`src/rtl/berger_pkg.sv`:
```
package berger_pkg;
  typedef logic [1:0] rail_t;
  // Reset value of the rails: a passing pattern whose phase bit is 1,
  // so the first word (phase 0) toggles the phase rail.
  localparam rail_t RAIL_RESET = 2'b10;

  function automatic int chk_width(input int k);
    return $clog2(k + 1);
  endfunction
endpackage

```
`src/rtl/berger_zero_count.sv`:
```
module berger_zero_count #(
  parameter int K  = 8,
  parameter int CW = berger_pkg::chk_width(K)
) (
  input  logic [K-1:0]  word_i,
  output logic [CW-1:0] zeros_o
);
  // Running sum of zero bits, one stage per information bit.
  logic [CW-1:0] part [0:K];

  assign part[0] = '0;

  genvar gi;
  generate
    for (gi = 0; gi < K; gi++) begin : g_acc
      assign part[gi+1] = part[gi] + CW'(~word_i[gi]);
    end
  endgenerate

  assign zeros_o = part[K];
endmodule

```
`src/rtl/berger_rail_cmp.sv`:
```
module berger_rail_cmp #(
  parameter int CW = 4
) (
  input  logic [CW-1:0]       calc_i,
  input  logic [CW-1:0]       recv_i,
  input  logic                phase_i,
  output berger_pkg::rail_t   rail_o
);
  logic [CW-1:0] diff;
  logic          bad;

  assign diff = calc_i ^ recv_i;
  assign bad  = |diff;
  // Pass: rails differ; fail: rails equal. Rail 1 always carries the phase.
  assign rail_o = {phase_i, bad ? phase_i : ~phase_i};
endmodule

```
`src/rtl/berger_codec.sv`:
```
module berger_codec #(
  parameter int K  = 8,
  parameter int CW = berger_pkg::chk_width(K)
) (
  input  logic          clk,
  input  logic          rst,
  input  logic          in_valid,
  input  logic [K-1:0]  info_in,
  input  logic [CW-1:0] chk_in,
  output logic          out_valid,
  output logic [CW-1:0] gen_chk,
  output logic [1:0]    err_rail
);
  import berger_pkg::*;

  // Input stage
  logic          vld_q;
  logic [K-1:0]  info_q;
  logic [CW-1:0] chk_q;

  always_ff @(posedge clk) begin
    if (rst) begin
      vld_q  <= 1'b0;
      info_q <= '0;
      chk_q  <= '0;
    end else begin
      vld_q <= in_valid;
      if (in_valid) begin
        info_q <= info_in;
        chk_q  <= chk_in;
      end
    end
  end

  logic [CW-1:0] zeros;
  rail_t         rail_d;
  logic          phase_q;

  berger_zero_count #(.K(K), .CW(CW)) u_count (
    .word_i (info_q),
    .zeros_o(zeros)
  );

  berger_rail_cmp #(.CW(CW)) u_cmp (
    .calc_i (zeros),
    .recv_i (chk_q),
    .phase_i(phase_q),
    .rail_o (rail_d)
  );

  // Output stage; phase_q is the phase the next accepted word will use.
  always_ff @(posedge clk) begin
    if (rst) begin
      out_valid <= 1'b0;
      gen_chk   <= '0;
      err_rail  <= RAIL_RESET;
      phase_q   <= 1'b0;
    end else begin
      out_valid <= vld_q;
      if (vld_q) begin
        gen_chk  <= zeros;
        err_rail <= rail_d;
        phase_q  <= ~phase_q;
      end
    end
  end

  // Verdict agrees with the generated count versus the stored check field
  assert_verdict_R3: assert property (@(posedge clk) disable iff (rst)
    out_valid |-> ((err_rail[1] ^ err_rail[0]) == (gen_chk == $past(chk_q))));

  // Phase rail toggles on every delivered word
  assert_phase_flip_R4: assert property (@(posedge clk) disable iff (rst)
    out_valid |-> (err_rail[1] != $past(err_rail[1])));

  // Results hold between words
  assert_hold_R6: assert property (@(posedge clk) disable iff (rst)
    !out_valid |-> ($stable(err_rail) && $stable(gen_chk)));

  // One-cycle result strobe follows the input stage
  assert_latency_R2: assert property (@(posedge clk) disable iff (rst)
    out_valid == $past(vld_q));
endmodule

```
`config.mk`:
```
export PLATFORM = sky130hd
export DESIGN_NAME = berger_codec
export DESIGN_NICKNAME = d
export VERILOG_FILES = /design/src/rtl/berger_pkg.sv /design/src/rtl/berger_zero_count.sv /design/src/rtl/berger_rail_cmp.sv /design/src/rtl/berger_codec.sv
export SDC_FILE = /design/constraint.sdc
export NUM_CORES = 1
export LEC_CHECK = 0
export CORE_MARGIN = 1.5
export CORE_UTILIZATION = 64
export CTS_BUF_LIST = sky130_fd_sc_hd__clkbuf_2 sky130_fd_sc_hd__clkbuf_4 sky130_fd_sc_hd__clkbuf_8
export CTS_CLUSTER_DIAMETER = 30
export DETAILED_ROUTE_END_ITERATION = 6
export DONT_BUFFER_PORTS = 1
export PLACE_DENSITY = 0.81
export SETUP_SLACK_MARGIN = 0.4
export SLEW_MARGIN = 10
export SYNTH_ARGS = -nofsm -noshare
export SYNTH_HDL_FRONTEND = slang
export SYNTH_SLANG_ARGS = --single-unit
```
`constraint.sdc`:
```
create_clock -name clk -period 4.7 [get_ports clk]
set_input_delay 0.235 -clock clk [delete_from_list [all_inputs] [get_ports clk]]
set_output_delay 0.235 -clock clk [all_outputs]
set_load 0.03 [all_outputs]
```
# [Word-level counts from Yosys, hierarchy flattened]
# Index checks and enable logic that the tools add are counted.
[totals] regBits=21 out_inout_bits=7
[classes] addsub=7 muxes=1 bitwise=10 n_reduce_logical=1
[ops] operator="$not A1 Y4" count=8
[ops] operator="$add A4 B4 Y4" count=7
[ops] operator="$reduce_or A4 Y1" count=1
[ops] operator="$xor A4 B4 Y4" count=1
[ops] operator="$mux W1" count=1
[ops] operator="$not A1 Y1" count=1

# [Depth between registers and ports, before layout]
# Gate-level depths: netlist of run 1.
[logic_depth] word_depth=11 ltp_mapped=10

# [Hierarchy]
# A second synthesis of run 1 with hierarchy kept.
[unflattened] hier_cells=94 hier_area_um2=978.4
[by_module_without_submodules] module="berger_codec" instances=1 cells_each=66 area_per_inst_um2=742.0 seq_area_each_um2=420.4
[by_module_without_submodules] module="berger_zero_count" instances=1 cells_each=21 area_per_inst_um2=178.9 seq_area_each_um2=0.0
[by_module_without_submodules] module="berger_rail_cmp" instances=1 cells_each=7 area_per_inst_um2=57.6 seq_area_each_um2=0.0

# [Worst setup path before layout of run 1]
# Ideal clock, no wire load.
[synth_timing] path_kind="register to register" start="register info_q[1]" end="register err_rail[0]" setup_ns=0.091 t_arrival_ns=3.350 t_required_ns=4.609 path_slack_ns=1.259 stages_incl_launch_ff=11 n_path_buf=0 cell_sequence="dfxtp_1 inv_1 fa_1 fa_1 fa_1 ha_1 fa_1 xnor2_1 nand2_8 a2111o_1 a311oi_1"
[synth_between] elab_chain_len=11
[synth_lines] item="from (decl)" line_no="berger_codec.sv:18" rtl="logic [K-1:0] info_q;"
[synth_lines] item="from (signal assigned)" line_no="berger_codec.sv:29" rtl="info_q <= info_in;"
[synth_lines] item="$not A1 Y4" line_no="berger_zero_count.sv:16" rtl="assign part[gi+1] = part[gi] + CW'(~word_i[gi]);"
[synth_lines] item="$add A4 B4 Y4 (7 in a row)" line_no="berger_zero_count.sv:16"
[synth_lines] item="named net u_cmp.calc_i[1]" line_no="berger_rail_cmp.sv:4" rtl="input logic [CW-1:0] calc_i,"
[synth_lines] item="$xor A4 B4 Y4" line_no="berger_rail_cmp.sv:12" rtl="assign diff = calc_i ^ recv_i;"
[synth_lines] item="$reduce_or A4 Y1" line_no="berger_rail_cmp.sv:13" rtl="assign bad = |diff;"
[synth_lines] item="$mux W1" line_no="berger_rail_cmp.sv:15" rtl="assign rail_o = {phase_i, bad ? phase_i : ~phase_i};"
[synth_lines] item="to (signal assigned)" line_no="berger_codec.sv:62" rtl="err_rail <= rail_d;"
[synth_lines] item="to (decl)" line_no="berger_codec.sv:12" rtl="output logic [1:0] err_rail"
# The timed path passes the listed nets, and every way through them passes these cells.
# A chain may end at the register's enable or synchronous reset.

# [Final worst setup path of run 1]
# Same ends and word-level chain as after synthesis.

==> results.tsv, run 1 <==
stage	metric	value	unit
synth	synth_edf_count	0	
synth	mappedNetlistArea	980.9	um2
setup_path	crit_buf_inv	1	
setup_path	critical-path-max-stage-delay	0.54	ns
sta	unrepaired_setup_endpoints_after_global_routing	false	
power	overall_power_consumption	419.2	uW
global_routing	grt_overflow	0	
die	fp-row-count	13	
global_routing	largest_net_degree_at_the_start_of_global_routing	21	
setup_path	reg2reg_setup_slack	1.12	ns
sta	final_hold_viol_count	0	
drt	detail_route.drc_violations	0	
layout	area.sequential	420.4	um2
sta	slew_viol_final	0	
clocking	cts_resized	0	
drt	drt_pass1_iterations	3	
setup_path	worst-r2r-cell-count	10	
layout	multi_input_area	506.7	um2
min_path	hold_path.startpoint	rst	
clocking	clock_pin_slew_worst_setup_and_hold_paths	0.11	ns
die	placeableCoreArea	1366	um2
setup_path	setup.worst_path.start_class	flip-flop	
min_path	hold_path_depth	1	
clocking	clock_latency	0.30	ns
status	run_status	completed	
sta	max_freq	279.2	MHz
layout	filler_cell_count	105	
drt	antenna_left	0	
layout	final_layout_size_suffix_gt1_share	6.316	%
drt	avgViaCountPerCell	5.545	
global_routing	grt_pass1_vias	604	
drt	totalWireLength	1446	um
sta	clock_skew	0.001389	ns
die	ioPinCount	22	
drt	drt-wirelength-per-cell	13.15	um
setup_path	cp.required	4.87	ns
drt	initialDrtViolationCount	7	
synth	synth_top_cells_by_area	sky130_fd_sc_hd__dfxtp_1 (43%), sky130_fd_sc_hd__mux2i_1 (15%), sky130_fd_sc_hd__fa_1 (8.2%)	
sta	setup_violations	0	
sta	timing.max_slew.rel_slack	54.86	%
sta	fin_setup_tns	0	ns
placement	dpl.cell_count	105	
setup_path	critical-path-top-delay-family	adder cells	
sta	period_minus_slack	3.582	ns
synth	synth.ff_latch_count	21	
synth	post_synth_num_cell_types	22	
synth	synth-main-ff-cell	sky130_fd_sc_hd__dfxtp_1	
placement	dpl.hpwl	1115	um
setup_path	crit_path_category	reg -> reg	
die	start_util	71.79	%
clocking	cts.root.buffer_cell	sky130_fd_sc_hd__clkbuf_4	
setup_path	critical_path.most_common_cell	sky130_fd_sc_hd__fa_1	
synth	post_synth.cell_area_avg	10.33	um2
power	power.density_cell_area	412.1	nW/um2
clocking	cts-buffers-inserted	3	
setup_path	library_cell_contributing_the_largest_single_delay_on_the_critical_path	sky130_fd_sc_hd__fa_1	
clocking	clock_tree.buffer_depth	2	
sta	worst_pin_slew	0.6748	ns
global_routing	grtUsageTotal	19.00	%
layout	design.final.nets	118	
layout	layout.cells.non_filler	110	
die	die_area	1777	um2
layout	layout-area-overhead-vs-synth	3.699	%
setup_path	cp-end-kind	flip-flop	
min_path	timing.hold.worst.class	in -> reg	
setup_path	r2r_end	err_rail[0]	
sta	hold_slack	0.03150	ns
die	floorplan.die.height	42.15	um
setup_path	cp_max_fo	2	
synth	synth.yosys.warnings	0	
clocking	htree_num_levels	1	
drt	vias	610	
setup_path	cp.arrival	3.75	ns
synth	synth_sequential_area_ratio	42.86	%
global_routing	grt_pass1_wl	2615	um
run	cap_violations	0	
clocking	cts.sinks	21	
clocking	tritoncts	yes	
synth	synth_top_area_cell	sky130_fd_sc_hd__dfxtp_1	
placement	numPortBuffers	0	
layout	final_core_utilization	74.45	%
min_path	min_delay_worst_endpoint	err_rail[1]	
synth	syn-instance-count	95	
setup_path	timing.rr.start	info_q[1]	
synth	postSynthNetCount	117	
die	die_w	42.15	um
layout	num_antenna_cells	0	
power	max-vdd-ir-drop	0.0002387	V
setup_path	worstPathCellList	inv_1 > fa_1 > fa_1 > fa_1 > ha_1 > fa_1 > xnor2_1 > nand2_8 > o41ai_1 > a311oi_1	
placement	finalWeightedCongestion	0.7666	
synth	synth_top_area_share	42.86	%
sta	timing.final.crit_share	76.21	%
power	leakage	0.0004191	uW
global_routing	number_of_antenna_violations_at_the_first_check_in_global_routing	0	
synth	synth-async-reset-ratio	0	%
[cells in the final DEF, fill, tap and decap left out, types with 3 or more instances in the layout]
cell / Yosys / final
sky130_fd_sc_hd__mux2i_1: 15 / 15
sky130_fd_sc_hd__nor2b_1: 3 / 3
sky130_fd_sc_hd__dfxtp_1: 21 / 21
sky130_fd_sc_hd__fa_1: 4 / 4
sky130_fd_sc_hd__xnor2_1: 4 / 4
sky130_fd_sc_hd__clkbuf_4: 0 / 3
sky130_fd_sc_hd__ha_1: 3 / 3
sky130_fd_sc_hd__inv_1: 9 / 9
sky130_fd_sc_hd__nor2_1: 19 / 19
[synthesized netlist by cell type, types with 3 or more instances]
cell                        n
sky130_fd_sc_hd__dfxtp_1   21
sky130_fd_sc_hd__fa_1       4
sky130_fd_sc_hd__inv_1      9
sky130_fd_sc_hd__mux2i_1   15
sky130_fd_sc_hd__ha_1       3
sky130_fd_sc_hd__nor2b_1    3
sky130_fd_sc_hd__nor2_1    19
sky130_fd_sc_hd__clkbuf_1   4
sky130_fd_sc_hd__xnor2_1    4
[per-stage QoR]
stage / instance area [um2] / setup slack (ns)
after detailed placement: 979.7 / 1.117
after global routing: 1017 / 0.8509
final: 1017 / 1.118
after global placement: 979.7 / 1.214
after floorplan: 980.9 / 1.259
after CTS: 1017 / 1.097
[logic make-up after synthesis]
family          Yosys count  share of synthesized area, %
buf+inv                  14                         5.484
xor+xnor                  5                         5.230
compound gates            8                         6.633
flops                    21                         42.86
mux                      15                         15.31
simple gates             25                         12.50
fa+ha+maj                 7                         11.99
[how the worst max path moves through the flow]
stage | endpoint | start | cells past startpoint
CTS | err_rail[0] | info_q[1] | 10
detailed placement | err_rail[0] | info_q[1] | 10
global route | err_rail[0] | info_q[1] | 10
global placement | err_rail[0] | info_q[1] | 10
floorplan | err_rail[0] | info_q[1] | 10
finish | err_rail[0] | info_q[1] | 10
[report_power, final]
group / internal [uW] / switching [uW]
combinational: 58.7 / 63.7
sequential: 191 / 22.1
clock: 31.7 / 51.6
[cell type report]
class | instances | share of cell area (%)
multi-input combinational | 60 | 49.82
sequential | 21 | 41.33
inverter | 9 | 3.321
clock buffer | 3 | 2.214
tap | 15 | 1.845
timing repair buffer | 1 | 0.9840
clock inverter | 1 | 0.4920
[metal layers]
layer,wire [um],GRT usage [%],vias up
met5,0,0,-
met4,31,9.375,0
met3,70,2.155,5
met2,674,30.63,20
met1,668,25.34,276
li1,-,-,309
[registers in the layout, summed over array words and instances, names as in the netlist]
signal / cells
info_q: 8
chk_q: 4
gen_chk: 4
err_rail: 2
out_valid: 1
phase_q: 1
vld_q: 1
[what timing repair did]
item | 4_1_cts | 5_1_grt
endpoints found under the hold margin | 20 | 0
hold buffers | 1 | 0
buffers inserted | 0 | 0
setup endpoints to repair | 0 | 0
No activity file was read; power rests on OpenSTA's default activity.
==> run 2, diff against run 1 <==
Settings changed: CORE_UTILIZATION 64 to 57, PLACE_DENSITY 0.81 to 0.76.
Clock period 4.7 ns to 3.17 ns, I/O delays scaled along.
==> results.tsv, run 2 (synthesis results as in run 1) <==
stage	metric	value	unit
status	run_status	finished, violations left	
status	failed_checks	setup timing	
setup_path	cp.required	3.39	ns
die	ioPinCount	22	
drt	drt_pass1_iterations	6	
global_routing	grt_pass1_vias	765	
die	fp-row-count	14	
setup_path	crit_buf_inv	1	
global_routing	grtUsageTotal	21.73	%
sta	unrepaired_setup_endpoints_after_global_routing	true	
drt	initialDrtViolationCount	11	
clocking	clock_latency	0.31	ns
sta	period_minus_slack	3.476	ns
setup_path	cp_max_fo	2	
setup_path	crit_path_category	reg -> reg	
setup_path	cp-end-kind	flip-flop	
sta	worst_slack	-0.3056	ns
clocking	postCtsSetupBuffers	0	
clocking	cts-buffers-inserted	3	
die	die_w	44.49	um
layout	design.final.nets	139	
sta	timing.max_slew.rel_slack	67.22	%
drt	avgViaCountPerCell	5.439	
layout	final_core_utilization	80.66	%
die	die_area	1979	um2
setup_path	critical_path.most_common_cell	sky130_fd_sc_hd__fa_1	
clocking	tritoncts	yes	
drt	detail_route.drc_violations	0	
sta	setup_violations	1	
drt	totalWireLength	1911	um
sta	max_freq	287.7	MHz
layout	biggestRegsByFlops	info_q x8, chk_q x4, gen_chk x4	
die	start_util	62.92	%
drt	antenna_left	0	
min_path	timing.hold.worst.class	in -> reg	
layout	layout-area-overhead-vs-synth	28.19	%
sta	slew_viol_final	0	
layout	final_layout_size_suffix_gt1_share	16.38	%
power	max-vdd-ir-drop	0.0003872	V
placement	worst_case_setup_slack_after_placement	-0.3124	ns
power	power.density_cell_area	573.6	nW/um2
layout	largest_register_ffs	8	
sta	final_hold_viol_count	0	
setup_path	cp.arrival	3.70	ns
global_routing	number_of_antenna_violations_at_the_first_check_in_global_routing	0	
layout	num_antenna_cells	0	
sta	timing.final.crit_share	109.6	%
sta	clock_skew	0.0008311	ns
die	floorplan.die.height	44.49	um
setup_path	critical-path-top-delay-family	adder cells	
global_routing	grt_overflow	0	
clocking	cts.root.buffer_cell	sky130_fd_sc_hd__clkbuf_4	
global_routing	grt_pass1_wl	3105	um
clocking	clock_tree.buffer_depth	2	
placement	numPortBuffers	0	
drt	vias	718	
die	placeableCoreArea	1559	um2
global_routing	largest_net_degree_at_the_start_of_global_routing	22	
placement	dpl.hpwl	1136	um
clocking	htree_num_levels	1	
layout	filler_cell_count	105	
setup_path	library_cell_contributing_the_largest_single_delay_on_the_critical_path	sky130_fd_sc_hd__fa_1	
run	cap_violations	0	
setup_path	critical-path-max-stage-delay	0.55	ns
layout	layout_common_cells	sky130_fd_sc_hd__nor2_1 (19), sky130_fd_sc_hd__dfxtp_1 (19), sky130_fd_sc_hd__dlygate4sd3_1 (17), sky130_fd_sc_hd__mux2i_1 (15), sky130_fd_sc_hd__inv_1 (8)	
setup_path	worstPathCellList	inv_2 > fa_1 > fa_1 > fa_1 > ha_2 > fa_2 > xnor2_4 > nand2_8 > a2111o_1 > a311oi_1	
layout	largest_register	info_q	
layout	layout.cells.non_filler	132	
placement	dpl.cell_count	111	
power	leakage	0.0005457	uW
sta	worst_pin_slew	0.4911	ns
setup_path	setup.worst_path.start_class	flip-flop	
placement	finalWeightedCongestion	0.7151	
drt	drt-wirelength-per-cell	14.48	um
clocking	clock_pin_slew_worst_setup_and_hold_paths	0.11	ns
clocking	cts.sinks	21	
sta	fin_setup_tns	-0.3056	ns
==> run 2: what timing repair did <==
action | CTS | global route
hold buffers | 16 | 1
pin swaps | 3 | 3
endpoints found under the hold margin | 21 | 5
gates resized for setup | 6 | 1
setup endpoints to repair | 4 | 4
==> run 2: worst paths after layout <==
check,slack [ns],from,cells after the start,end
setup reg to reg,-0.31,info_q[1],10,err_rail[0]
setup / recovery,-0.31,info_q[1],10,err_rail[0]
hold / removal,0.45,rst,2,info_q[2]
hold reg to reg,0.57,phase_q,2,err_rail[0]
==> run 2: area by class of cell <==
class | count | area [um2] | share of cell area (%)
clock buffer | 4 | 30.03 | 2.388
inverter | 9 | 33.78 | 2.687
multi-input combinational | 60 | 543.0 | 43.18
sequential | 21 | 422.9 | 33.63
tap | 16 | 20.02 | 1.592
timing repair buffer | 22 | 207.7 | 16.52
==> run 2: metal layers <==
metal,vias to the layer above,global-route usage [%],routed length [um]
met4,0,9.091,9
met5,-,0,0
met2,23,37.39,997
li1,351,-,-
met3,2,4.490,96
met1,342,26.03,808
==> run 2: through the flow <==
stage | instance area, um2 | hold WS, ns | power (uW)
after floorplan | 991.0 | 0.2301 | 493.8
after global placement | 1028 | 0.2317 | 528.7
after detailed placement | 1028 | 0.2336 | 536.6
after CTS | 1246 | -0.09807 | 715.4
after global routing | 1257 | 0.4500 | 759.0
final | 1257 | 0.4490 | 721.3
==> run 2: where the power goes <==
part | internal (uW) | total [uW] | switching, uW
combinational | 144 | 264 | 120
clock | 57.8 | 139 | 81.4
sequential | 284 | 318 | 34.0
total | 486 | 721 | 236
==> run 2: worst reg2reg max path, stage by stage, from the launching register on <==
cell and delay, ns:
sky130_fd_sc_hd__dfxtp_2 0.35, sky130_fd_sc_hd__inv_2 0.04, sky130_fd_sc_hd__fa_1 0.55, sky130_fd_sc_hd__fa_1 0.43, sky130_fd_sc_hd__fa_1 0.50, sky130_fd_sc_hd__ha_2 0.18
sky130_fd_sc_hd__fa_2 0.49, sky130_fd_sc_hd__xnor2_4 0.24, sky130_fd_sc_hd__nand2_8 0.06, sky130_fd_sc_hd__a2111o_1 0.29, sky130_fd_sc_hd__a311oi_1 0.27
